**config.mk**
```make
export PLATFORM = sky130hd
export DESIGN_NAME = dst_addr_filter
export DESIGN_NICKNAME = d
export VERILOG_FILES = /design/src/rtl/daf_pkg.sv /design/src/rtl/daf_fold_index.sv /design/src/rtl/daf_table_pick.sv /design/src/rtl/daf_station_cmp.sv /design/src/rtl/daf_rule_prio.sv /design/src/rtl/dst_addr_filter.sv
export SDC_FILE = /design/constraint.sdc
export NUM_CORES = 1
export LEC_CHECK = 0
export BUFFER_PORTS_ARGS = -buffer_cell sky130_fd_sc_hd__buf_2
export CAP_MARGIN = 20
export CORE_MARGIN = 4
export CORE_UTILIZATION = 38
export CTS_CLUSTER_DIAMETER = 80
export DETAILED_ROUTE_END_ITERATION = 8
export PLACE_DENSITY = 0.93
export RECOVER_POWER = 100
export SETUP_SLACK_MARGIN = 0.1
export SYNTH_ARGS = -nofsm -noshare
export SYNTH_HDL_FRONTEND = slang
export SYNTH_SLANG_ARGS = --single-unit
```
**constraint.sdc**
```tcl
create_clock -name clk -period 4 [get_ports clk]
set_input_delay 1.2 -clock clk [delete_from_list [all_inputs] [get_ports clk]]
set_output_delay 1.2 -clock clk [all_outputs]
set_load 0.01 [all_outputs]
```
**src/rtl/daf_pkg.sv**
```systemverilog
// Package: shared constants and the match-kind encoding of the
// destination address filter. Assumes the encoding is fixed, because the
// receive path downstream decodes match_kind.
package daf_pkg;

    // Width of the station address low word (bytes 0..3)
    localparam int STA_LO_W = 32;

    // Rule that admitted a frame; the values are visible on match_kind
    typedef enum logic [2:0] {
        MK_NONE     = 3'd0,
        MK_STATION  = 3'd1,
        MK_BCAST    = 3'd2,
        MK_MCAST    = 3'd3,
        MK_UCAST    = 3'd4,
        MK_COPY_ALL = 3'd5
    } match_kind_e;

endpackage

```
**src/rtl/daf_fold_index.sv**
```systemverilog
// Module: daf_fold_index
// Folds a destination address into a hash index. Index bit n is the XOR
// of every address bit whose position is congruent to n modulo IDX_W.
// Assumes ADDR_W is a whole multiple of IDX_W. Purely combinational.
module daf_fold_index #(
    parameter int ADDR_W = 48,
    parameter int IDX_W  = 6
) (
    input  logic [ADDR_W-1:0] addr,
    output logic [IDX_W-1:0]  idx
);
    localparam int FOLDS = ADDR_W / IDX_W;

    for (genvar n = 0; n < IDX_W; n++) begin : g_bit
        // XOR of the address bits that land on index bit n
        always_comb begin
            idx[n] = 1'b0;
            for (int k = 0; k < FOLDS; k++) begin
                idx[n] = idx[n] ^ addr[n + k*IDX_W];
            end
        end
    end

endmodule

```
**src/rtl/daf_table_pick.sv**
```systemverilog
// Module: daf_table_pick
// Selects one bit of the hash table held as two equal words. The top
// index bit chooses the word and the remaining bits choose the bit
// within it. Assumes IDX_W >= 2. Purely combinational.
module daf_table_pick #(
    parameter int IDX_W = 6
) (
    input  logic [IDX_W-1:0]            idx,
    input  logic [((1<<IDX_W)/2)-1:0]   tbl_lo,
    input  logic [((1<<IDX_W)/2)-1:0]   tbl_hi,
    output logic                        bit_set
);
    localparam int SUB_W = IDX_W - 1;

    logic [((1<<IDX_W)/2)-1:0] word_sel;
    logic [SUB_W-1:0]          sub_idx;

    // Choose the word from the top index bit, then the bit inside it
    always_comb begin
        word_sel = idx[IDX_W-1] ? tbl_hi : tbl_lo;
        sub_idx  = idx[SUB_W-1:0];
        bit_set  = word_sel[sub_idx];
    end

endmodule

```
**src/rtl/daf_station_cmp.sv**
```systemverilog
// Module: daf_station_cmp
// Byte-wise comparator. It reports an exact match against the station
// address and detects the all-ones broadcast address. Assumes ADDR_W is a
// whole number of bytes. Purely combinational.
module daf_station_cmp #(
    parameter int ADDR_W = 48
) (
    input  logic [ADDR_W-1:0] addr,
    input  logic [ADDR_W-1:0] station,
    output logic              sta_hit,
    output logic              is_bcast
);
    localparam int NBYTES = ADDR_W / 8;

    logic [NBYTES-1:0] byte_eq;
    logic [NBYTES-1:0] byte_ones;

    for (genvar b = 0; b < NBYTES; b++) begin : g_byte
        // Per-byte equality with the station and all-ones detection
        always_comb begin
            byte_eq[b]   = (addr[b*8 +: 8] == station[b*8 +: 8]);
            byte_ones[b] = &addr[b*8 +: 8];
        end
    end

    // Reduce the per-byte results to the two flags
    always_comb begin
        sta_hit  = &byte_eq;
        is_bcast = &byte_ones;
    end

endmodule

```
**src/rtl/daf_rule_prio.sv**
```systemverilog
// Module: daf_rule_prio
// Combines the individual rule hits into an accept decision and a
// prioritised match code. The accept decision is formed as an OR of the
// rule hits, independently of the encoder. Assumes all inputs are already
// qualified by the address strobe upstream. Purely combinational.
module daf_rule_prio
    import daf_pkg::*;
(
    input  logic        sta_hit,
    input  logic        is_bcast,
    input  logic        grp_bit,
    input  logic        tbl_bit,
    input  logic        copy_all,
    input  logic        no_bcast,
    input  logic        mcast_en,
    input  logic        ucast_en,
    output match_kind_e kind,
    output logic        acc
);
    logic bc_ok;
    logic mc_ok;
    logic uc_ok;

    // Qualify each rule; broadcast is kept out of the hash path
    always_comb begin
        bc_ok = is_bcast & ~no_bcast;
        mc_ok = ~is_bcast & grp_bit & mcast_en & tbl_bit;
        uc_ok = ~grp_bit & ucast_en & tbl_bit;
    end

    // Priority encoder: station, broadcast, multicast, unicast, copy-all
    always_comb begin
        if (sta_hit)        kind = MK_STATION;
        else if (bc_ok)     kind = MK_BCAST;
        else if (mc_ok)     kind = MK_MCAST;
        else if (uc_ok)     kind = MK_UCAST;
        else if (copy_all)  kind = MK_COPY_ALL;
        else                kind = MK_NONE;
    end

    // Accept when any rule admits the frame
    always_comb begin
        acc = sta_hit | bc_ok | mc_ok | uc_ok | copy_all;
    end

endmodule

```
**src/rtl/dst_addr_filter.sv**
```systemverilog
// Module: dst_addr_filter
// Destination address filter. It decides, one cycle after the address
// strobe, whether a frame is accepted and which rule admitted it. Assumes
// the configuration inputs are stable around the strobe and that ADDR_W
// is a multiple of both 8 and IDX_W.
module dst_addr_filter
    import daf_pkg::*;
#(
    parameter int ADDR_W = 48,
    parameter int IDX_W  = 6
) (
    input  logic                         clk,
    input  logic                         rst_n,
    input  logic                         dst_valid,
    input  logic [ADDR_W-1:0]            dst_addr,
    input  logic [STA_LO_W-1:0]          station_lo,
    input  logic [ADDR_W-STA_LO_W-1:0]   station_hi,
    input  logic [((1<<IDX_W)/2)-1:0]    hash_lo,
    input  logic [((1<<IDX_W)/2)-1:0]    hash_hi,
    input  logic                         cfg_copy_all,
    input  logic                         cfg_no_bcast,
    input  logic                         cfg_mcast_hash,
    input  logic                         cfg_ucast_hash,
    output logic                         out_valid,
    output logic                         accept,
    output logic [2:0]                   match_kind
);
    logic [ADDR_W-1:0] station;
    logic [IDX_W-1:0]  hash_idx;
    logic              tbl_bit;
    logic              sta_hit;
    logic              is_bcast;
    match_kind_e       kind_c;
    logic              acc_c;

    // Assemble the station address, low word first
    always_comb begin
        station = {station_hi, station_lo};
    end

    daf_fold_index #(.ADDR_W(ADDR_W), .IDX_W(IDX_W)) i_fold (
        .addr (dst_addr),
        .idx  (hash_idx)
    );

    daf_table_pick #(.IDX_W(IDX_W)) i_pick (
        .idx     (hash_idx),
        .tbl_lo  (hash_lo),
        .tbl_hi  (hash_hi),
        .bit_set (tbl_bit)
    );

    daf_station_cmp #(.ADDR_W(ADDR_W)) i_cmp (
        .addr     (dst_addr),
        .station  (station),
        .sta_hit  (sta_hit),
        .is_bcast (is_bcast)
    );

    daf_rule_prio i_prio (
        .sta_hit  (sta_hit),
        .is_bcast (is_bcast),
        .grp_bit  (dst_addr[0]),
        .tbl_bit  (tbl_bit),
        .copy_all (cfg_copy_all),
        .no_bcast (cfg_no_bcast),
        .mcast_en (cfg_mcast_hash),
        .ucast_en (cfg_ucast_hash),
        .kind     (kind_c),
        .acc      (acc_c)
    );

    // Result register: capture the decision on a strobe, clear otherwise
    always_ff @(posedge clk) begin
        if (!rst_n) begin
            out_valid  <= 1'b0;
            accept     <= 1'b0;
            match_kind <= MK_NONE;
        end else if (dst_valid) begin
            out_valid  <= 1'b1;
            accept     <= acc_c;
            match_kind <= kind_c;
        end else begin
            out_valid  <= 1'b0;
            accept     <= 1'b0;
            match_kind <= MK_NONE;
        end
    end


    valid_follow_chk: assert property (@(posedge clk) disable iff (!rst_n)
        dst_valid |=> out_valid);


    idle_quiet_chk: assert property (@(posedge clk) disable iff (!rst_n)
        !dst_valid |=> (!out_valid && !accept && match_kind == 3'd0));


    accept_kind_chk: assert property (@(posedge clk) disable iff (!rst_n)
        out_valid |-> (accept == (match_kind != 3'd0)));


    copy_all_chk: assert property (@(posedge clk) disable iff (!rst_n)
        (dst_valid && cfg_copy_all) |=> accept);


    station_chk: assert property (@(posedge clk) disable iff (!rst_n)
        (dst_valid && dst_addr == {station_hi, station_lo}) |=> (match_kind == 3'd1));


    no_bcast_chk: assert property (@(posedge clk) disable iff (!rst_n)
        (dst_valid && (&dst_addr) && cfg_no_bcast && !cfg_copy_all &&
         dst_addr != {station_hi, station_lo}) |=> !accept);

    // R6 (every address bit feeds exactly one index bit, so parities agree)
    fold_parity_chk: assert property (@(posedge clk) disable iff (!rst_n)
        dst_valid |-> ((^hash_idx) == (^dst_addr)));


    bcast_no_hash_chk: assert property (@(posedge clk) disable iff (!rst_n)
        (dst_valid && (&dst_addr)) |=> (match_kind != 3'd3 && match_kind != 3'd4));

endmodule

```
# After elaboration in Yosys (flattened, before gate mapping)
# Cells that the tools add are included.
op_classes:
  muxes: 9
  n_bitwise: 57
  n_lt_le_gt_ge: 1
  n_reduce_logical: 5
  eq_ne: 6
op_table:
  columns: ["cell", "n"]
  rows:
  - ["$eq 8x8->1", 6]
  - ["$reduce_and 48->1", 1]
  - ["$xor 1x1->1", 42]
  - ["$mux 32", 1]
  - ["$and 1x1->1", 6]
  - ["$lt 5x6->1 const B", 1]
  - ["$mux 3", 2]
  - ["$reduce_and 6->1", 1]
  - ["$bmux 1 s5", 1]
  - ["$not 1->1", 5]
  - ["$reduce_or 5->1", 1]
  - ["$mux 2", 2]
  - ["$or 1x1->1", 4]
  - ["$mux 1", 3]
  - ["$reduce_or 3->1", 1]
  - ["$reduce_and 2->1", 1]
totals:
  reg_bits: 5
  out_inout_bits: 5
  inputBits: 167

# Logic depth before layout (Yosys ltp)
# Gate-level depths: netlist of run 1.
logic_depth:
  ltp_word: 15
  mapped_depth: 10
  depth_no_buf: 9

# Hierarchy
# From an unflattened synthesis of run 1, not the netlist that was laid out.
unflattened:
  hier_cells: 208
  area_unflattened_um2: 1813.0
by_module_without_submodules:
  columns: ["module", "cells_each", "instances", "area_each_um2"]
  rows:
  - ["daf_station_cmp", 80, 1, 624.3]
  - ["daf_table_pick", 62, 1, 600.6]
  - ["daf_fold_index", 42, 1, 367.9]
  - ["dst_addr_filter", 10, 1, 132.6]
  - ["daf_rule_prio", 14, 1, 87.6]

# Worst setup path after synthesis of run 1
# OpenSTA, ideal clock, no wires.
synth_timing:
  kind: "input to register"
  start: "in dst_addr[47]"
  end: "reg match_kind[0]"
  n_path_buf: 0
  setup_time_ns: 0.120
  slack_ns: 0.584
  stages: 9
  arrival_ns: 3.296
  cell_sequence: "xnor2_1 > xnor2_1 > xnor2_4 > mux4_1 > nand2_1 > a211o_1 > nand4_2 > and3_4 > o31a_1"
synth_via:
  elab_chain_cells: 9
synth_lines:
  columns: ["element", "line_no", "source"]
  rows:
  - ["from (decl)", "dst_addr_filter.sv:15", "input logic [ADDR_W-1:0] dst_addr,"]
  - ["$xor 1x1->1", "daf_fold_index.sv:19", "idx[n] = idx[n] ^ addr[n + k*IDX_W];"]
  - ["$mux 32", "daf_table_pick.sv:20", "word_sel = idx[IDX_W-1] ? tbl_hi : tbl_lo;"]
  - ["$bmux 1 s5", "daf_table_pick.sv:22", "bit_set = word_sel[sub_idx];"]
  - ["$mux 1 (implied by the code)", "daf_table_pick.sv:22", null]
  - ["$and 1x1->1", "daf_rule_prio.sv:28", "uc_ok = ~grp_bit & ucast_en & tbl_bit;"]
  - ["$mux 3", "daf_rule_prio.sv:36", "else if (uc_ok) kind = MK_UCAST;"]
  - ["$mux 2", "daf_rule_prio.sv:35", "else if (mc_ok) kind = MK_MCAST;"]
  - ["$mux 2", "daf_rule_prio.sv:34", "else if (bc_ok) kind = MK_BCAST;"]
  - ["$mux 1 *", "daf_rule_prio.sv:33", "if (sta_hit) kind = MK_STATION;"]
  - ["to (signal assigned)", "dst_addr_filter.sv:82", "match_kind <= kind_c;"]
  - ["to (decl)", "dst_addr_filter.sv:26", "output logic [2:0] match_kind"]
# Every way passes the cells marked *; elsewhere a longest branch is shown, timed or not. The select of a mux whose other input is x is not followed.
# A chain may end at the register's enable or synchronous reset.

# Final worst setup path of run 1
layout_timing:
  start: "in dst_addr[29]"
  end: "reg match_kind[0]"
layout_via:
  elab_chain_cells: 12
layout_lines:
  columns: ["element", "line_no"]
  rows:
  - ["$xor 1x1->1 (4 in a row)", "daf_fold_index.sv:19"]
  - ["$mux 32", "daf_table_pick.sv:20"]
  - ["$bmux 1 s5", "daf_table_pick.sv:22"]
  - ["$mux 1 (implied by the code)", "daf_table_pick.sv:22"]
  - ["$and 1x1->1", "daf_rule_prio.sv:28"]
  - ["$mux 3", "daf_rule_prio.sv:36"]
  - ["$mux 2", "daf_rule_prio.sv:35"]
  - ["$mux 2", "daf_rule_prio.sv:34"]
  - ["$mux 1 *", "daf_rule_prio.sv:33"]
# Marks and branches as above.

==> results of run 1 <==
-- worst max-delay path, stage by stage --
cell	delay, ns
buf_2	0.13
xnor2_1	0.25
xnor2_1	0.19
xnor2_4	0.40
clkbuf_2	0.27
mux2i_1	0.25
o22ai_1	0.11
a211oi_1	0.29
a32oi_1	0.18
and3_4	0.25
o31a_1	0.26
-- registers in the layout, summed over array words and instances, names as in the netlist --
register	cells
match_kind	3
accept	1
out_valid	1
-- cells in the final DEF, fill, tap and decap left out, drive strengths merged --
cell type	n
buf	170
xnor2	89
nand4	29
mux2i	26
nand2	11
clkbuf	11
o22ai	9
nor4	7
dfxtp	5
nor2	4
inv	4
nand3	4
o21ai	4
xor2	3
nand2b	3
nor2b	3
mux4	3
and3	3
a21oi	2
a31oi	2
a211oi	2
a22oi	1
a211o	1
o2111ai	1
nor3	1
a32oi	1
or2	1
o31a	1
o211ai	1
a41oi	1
-- metal layers --
metal  vias up  GRT usage (%)
li1       1189              -
met1      1106           26.1
met2       142           47.8
met3         8           4.01
met4         0           3.67
met5         -              0
-- cell families after synthesis --
kind of cell / count (synthesis) / synth area share [%]
compound gates: 26 / 9.54
xor+xnor: 92 / 44.3
buf+inv: 8 / 2.28
flops: 5 / 5.37
mux: 29 / 17.8
simple gates: 66 / 20.8
-- through the flow --
stage,hold WS (ns),worst slack (ns)
finish,1.24,0.324
floorplan,1.35,0.584
global route,1.25,0.118
detailed placement,1.46,0.142
CTS,1.23,0.386
global placement,1.46,0.285
-- where the power goes --
part	internal [W]	switching (W)	total, W	leakage [nW]
Clock	0.0000685	0.0000264	0.0000949	0.0228
Sequential	0.0000551	0.00000215	0.0000573	0.0411
Combinational	0.000347	0.000366	0.000712	1.21
Total	0.000470	0.000394	0.000865	1.28
-- worst max-delay path by stage --
stage,startpoint,cells past startpoint,slack (ns),endpoint
final,dst_addr[29],11,0.32,match_kind[0]
after floorplan,dst_addr[47],9,0.58,match_kind[0]
after global placement,dst_addr[29],11,0.28,match_kind[0]
after detailed placement,dst_addr[29],11,0.14,match_kind[0]
after global routing,dst_addr[29],11,0.12,match_kind[0]
after CTS,dst_addr[29],11,0.39,match_kind[0]
-- area by class of cell --
type | instances | area [um^2] | share of cell area, %
Clock buffer | 4 | 45.0 | 1.58
Timing Repair Buffer | 177 | 891 | 31.2
Multi-Input combinational cell | 213 | 1720 | 60.3
Sequential cell | 5 | 100 | 3.51
Tap cell | 67 | 83.8 | 2.94
Inverter | 4 | 15.0 | 0.526
==> impl_metrics.py, run 1 <==
metrics = {
    "run_status": {
        "status": "completed",
    },
    "yosys": {
        "ys_types": 38,
        "yosys_most_used_dff": "dfxtp_1",
        "synth_area_um2": 1860,
        "synthTopCellsByCount": "xnor2_1 (88), nand4_1 (28), mux2i_1 (26), nand2_1 (11), o22ai_1 (9)",
        "synth_top_area_share_pct": 41.4,
        "synthArstFlopShare_pct": 0,
        "yosys.cell_count.top_type": "xnor2_1",
        "synth_edf_count": 0,
        "syn_inst": 226,
        "yosysTopAreaCell": "xnor2_1",
        "synth_fp_nets": 393,
        "yosys-top-cells-area": "xnor2_1 (41%), mux2i_1 (14%), nand4_1 (9.4%), dfxtp_1 (5.4%), o22ai_1 (3.0%)",
        "avgSynthCellArea_um2": 8.24,
        "synth_seq_cells": 5,
        "yosysSeqAreaShare_pct": 5.37,
        "yosys_warnings": 0,
    },
    "place": {
        "placed_area_um2": 2820,
        "port_buffers": 171,
        "dp.cells": 466,
        "gp_congestion": 0.892,
        "hpwl_um": 6910,
    },
    "global_route": {
        "grt_pass1_vias": 2534,
        "grtUsageTotal_pct": 23.8,
        "grt_antenna_before_repair": 0,
        "gr-total-overflow": 0,
        "grt_max_degree": 12,
        "grt_pass1_wl_um": 11800,
    },
    "final_layout": {
        "nNetsFinal": 571,
        "nFillCells": 426,
        "final_area_um2": 2860,
        "finish.utilization_pct": 60.5,
        "antenna_cells": 0,
        "area_growth_pct": 53.3,
        "drive_above_1_share_pct": 45.2,
        "layoutNonFillerInstCount": 470,
    },
    "drt": {
        "wl_per_cell_um": 16.5,
        "dr.max_layer_used": "met4",
        "wl_met1_um": 2840,
        "via_count": 2445,
        "via_per_inst": 5.20,
        "antenna_left": 0,
        "dr.pass1.iters": 6,
        "drc": 0,
        "first_iter_violations": 48,
        "wl_met2_um": 4060,
        "wl_met3_um": 720,
        "wl_um": 7740,
    },
    "timing": {
        "period_share_pct": 91.9,
        "slew_headroom_pct": 37.8,
        "setup_tns_ns": 0,
        "period_minus_slack_ns": 3.68,
        "rsz0062_at_grt": "false",
        "tightestPinTransition_ns": 0.926,
        "hold_viol_final": 0,
        "max_freq_ghz": 0.272,
        "finalMaxSlewViolations": 0,
        "finalSetupViolCount": 0,
    },
    "clocking": {
        "root_buffer": "clkbuf_8",
        "path_clk_slew_ns": 0.04,
        "cts_resized": 0,
        "htree_num_levels": 1,
        "cts_buffers": 3,
        "post-cts-setup-buffer-count": 0,
        "clk_path_buf_depth": 2,
        "cts_hold_buffers": 0,
        "clock-sinks": 5,
        "cts_tree": "yes",
    },
    "floorplan": {
        "coreArea_um2": 4720,
        "start_util_pct": 39.4,
        "die_x_um": 78.0,
        "die_h_um": 78.0,
        "boundaryPins": 172,
        "placementRows": 25,
        "dieArea_um2": 6090,
    },
    "critical_path": {
        "critPathArrivalTime_ns": 3.79,
        "path_class": "primary input to flop",
        "cp-start-kind": "primary input",
        "crit_fanout": 9,
        "cp-end-kind": "flop",
        "required_ns": 4.11,
    },
    "job": {
        "cap_violations": 0,
    },
    "pwr": {
        "power_w": 0.000865,
        "power-per-cell-area_nw_per_um2": 303,
        "ir_worst_vdd_mv": 0.137,
        "total_leakage_power_nw": 1.28,
    },
    "hold_path": {
        "hold_path_class": "primary input to flop",
        "hold_depth": 3,
        "hold_path_end": "out_valid",
        "min-delay-start": "dst_valid",
    },
}
Note: power is estimated with default switching activity, not from simulation.
==> run 2, diff against run 1 <==
--- a/config.mk
+++ b/config.mk
@@ -8,10 +8,10 @@
 export BUFFER_PORTS_ARGS = -buffer_cell sky130_fd_sc_hd__buf_2
 export CAP_MARGIN = 20
 export CORE_MARGIN = 4
-export CORE_UTILIZATION = 38
+export CORE_UTILIZATION = 29
 export CTS_CLUSTER_DIAMETER = 80
 export DETAILED_ROUTE_END_ITERATION = 8
-export PLACE_DENSITY = 0.93
+export PLACE_DENSITY = 0.65
 export RECOVER_POWER = 100
 export SETUP_SLACK_MARGIN = 0.1
 export SYNTH_ARGS = -nofsm -noshare
==> impl_metrics.py, run 2 (synthesis results as in run 1) <==
metrics = {
    "clocking": {
        "htree_num_levels": 1,
        "clock-sinks": 5,
        "root_buffer": "clkbuf_8",
        "cts_buffers": 3,
        "cts_tree": "yes",
        "clk_path_buf_depth": 2,
        "cts_hold_buffers": 0,
        "cts_resized": 0,
        "path_clk_slew_ns": 0.04,
        "post-cts-setup-buffer-count": 0,
    },
    "floorplan": {
        "coreArea_um2": 6060,
        "die_h_um": 88.2,
        "placementRows": 28,
        "boundaryPins": 172,
        "dieArea_um2": 7770,
        "die_x_um": 88.2,
        "start_util_pct": 30.7,
    },
    "critical_path": {
        "cp-end-kind": "flop",
        "critPathTopFamily": "compound AO/OA/AOI/OAI gates",
        "crit_buf_inv": 1,
        "slowest_delay_ns": 0.59,
        "critPathArrivalTime_ns": 3.69,
        "critPathLaunch": "dst_addr[18]",
        "crit_fanout": 7,
        "cp-start-kind": "primary input",
        "slowest_stage": "xnor2_1",
        "path_class": "primary input to flop",
        "required_ns": 4.11,
        "cp_cell_sequence": "clkbuf_1 -> xnor2_1 -> xnor2_1 -> xnor2_1 -> nand2_1 -> o22ai_1 -> o22ai_1 -> a32oi_1 -> a31oi_1 -> o31a_1",
        "path_common_cell": "xnor2_1",
    },
    "drt": {
        "wl_um": 7830,
        "drc": 0,
        "dr.pass1.iters": 4,
        "wl_per_cell_um": 16.5,
        "first_iter_violations": 53,
        "antenna_left": 0,
        "via_per_inst": 5.02,
        "via_count": 2383,
    },
    "place": {
        "dp.cells": 471,
        "hpwl_um": 7140,
        "gp_congestion": 0.891,
        "port_buffers": 171,
        "pre_cts_ws_ns": 0.150,
    },
    "timing": {
        "period_minus_slack_ns": 3.58,
        "period_share_pct": 89.5,
        "max_freq_ghz": 0.279,
        "timing.final.ws_setup_ns": 0.421,
        "rsz0062_at_grt": "false",
        "slew_headroom_pct": 42.6,
        "tightestPinTransition_ns": 0.855,
        "setup_tns_ns": 0,
        "finalSetupViolCount": 0,
        "hold_viol_final": 0,
        "finalMaxSlewViolations": 0,
    },
    "global_route": {
        "grt_pass1_vias": 2490,
        "grt_pass1_wl_um": 11400,
        "gr-total-overflow": 0,
        "grt_antenna_before_repair": 0,
        "grt_max_degree": 22,
        "grtUsageTotal_pct": 19.0,
    },
    "final_layout": {
        "nNetsFinal": 568,
        "largest-register": "match_kind",
        "nFillCells": 607,
        "drive_above_1_share_pct": 44.8,
        "largest_reg_flops": 3,
        "layout_commonest_cell": "buf_2",
        "final_cell_mix": "buf_2 (165), xnor2_1 (88), nand4_1 (28), mux2i_1 (26), nand2_1 (11)",
        "largestRegisters": "match_kind: 3 flops, accept: 1 flops, out_valid: 1 flops",
        "area_growth_pct": 53.4,
        "antenna_cells": 0,
        "layoutNonFillerInstCount": 475,
    },
    "hold_path": {
        "hold_depth": 3,
        "min-delay-start": "dst_valid",
        "hold_path_class": "primary input to flop",
        "hold_path_end": "out_valid",
    },
    "run_status": {
        "status": "completed",
    },
    "job": {
        "cap_violations": 0,
    },
    "pwr": {
        "power_w": 0.000860,
        "power-per-cell-area_nw_per_um2": 301,
        "total_leakage_power_nw": 1.27,
        "ir_worst_vdd_mv": 0.209,
    },
}
==> run 2: changes by cell type in the layout (fill, tap and decap cells not counted), sizes merged <==
| cell | before | now |
|---|---|---|
| buf | 170 | 168 |
| clkbuf | 11 | 10 |
==> run 2: stage by stage <==
stage | hold WS, ns | utilization, % | area [um^2]
CTS | 1.25 | 47.3 | 2870
finish | 1.24 | 47.2 | 2860
global placement | 1.47 | 46.5 | 2820
detailed placement | 1.47 | 46.5 | 2820
global route | 1.27 | 47.2 | 2860
floorplan | 1.35 | - | 1860
==> run 2: final cells by class <==
class,count,area [um^2],area share [%]
sequential,5,100,3.50
tap,75,93.8,3.28
timing repair buffer,174,883,30.9
multi-input combinational,213,1720,60.2
clock buffer,4,45.0,1.58
inverter,4,15.0,0.525
==> run 2: power breakdown <==
group | switching, W | internal (W)
Clock | 0.0000253 | 0.0000685
Combinational | 0.000365 | 0.000345
Sequential | 0.00000132 | 0.0000551
Total | 0.000392 | 0.000468
==> run 2: how the worst max path moves through the flow <==
stage	to	slack (ns)	cells past startpoint
3_5_place_dp	match_kind[0]	0.15	11
3_3_place_gp	match_kind[0]	0.15	11
2_1_floorplan	match_kind[0]	0.58	9
6_report	match_kind[0]	0.42	10
5_1_grt	match_kind[0]	0.1	10
4_1_cts	match_kind[0]	0.38	11
==> run 2: per-layer routing <==
layer / track usage [%] / wire, um / vias to the layer above
met5: 0 / 0 / -
met1: 20.4 / 2780 / 1032
met2: 36.7 / 3970 / 149
met4: 6.18 / 197 / 0
met3: 3.76 / 887 / 16
li1: - / - / 1186
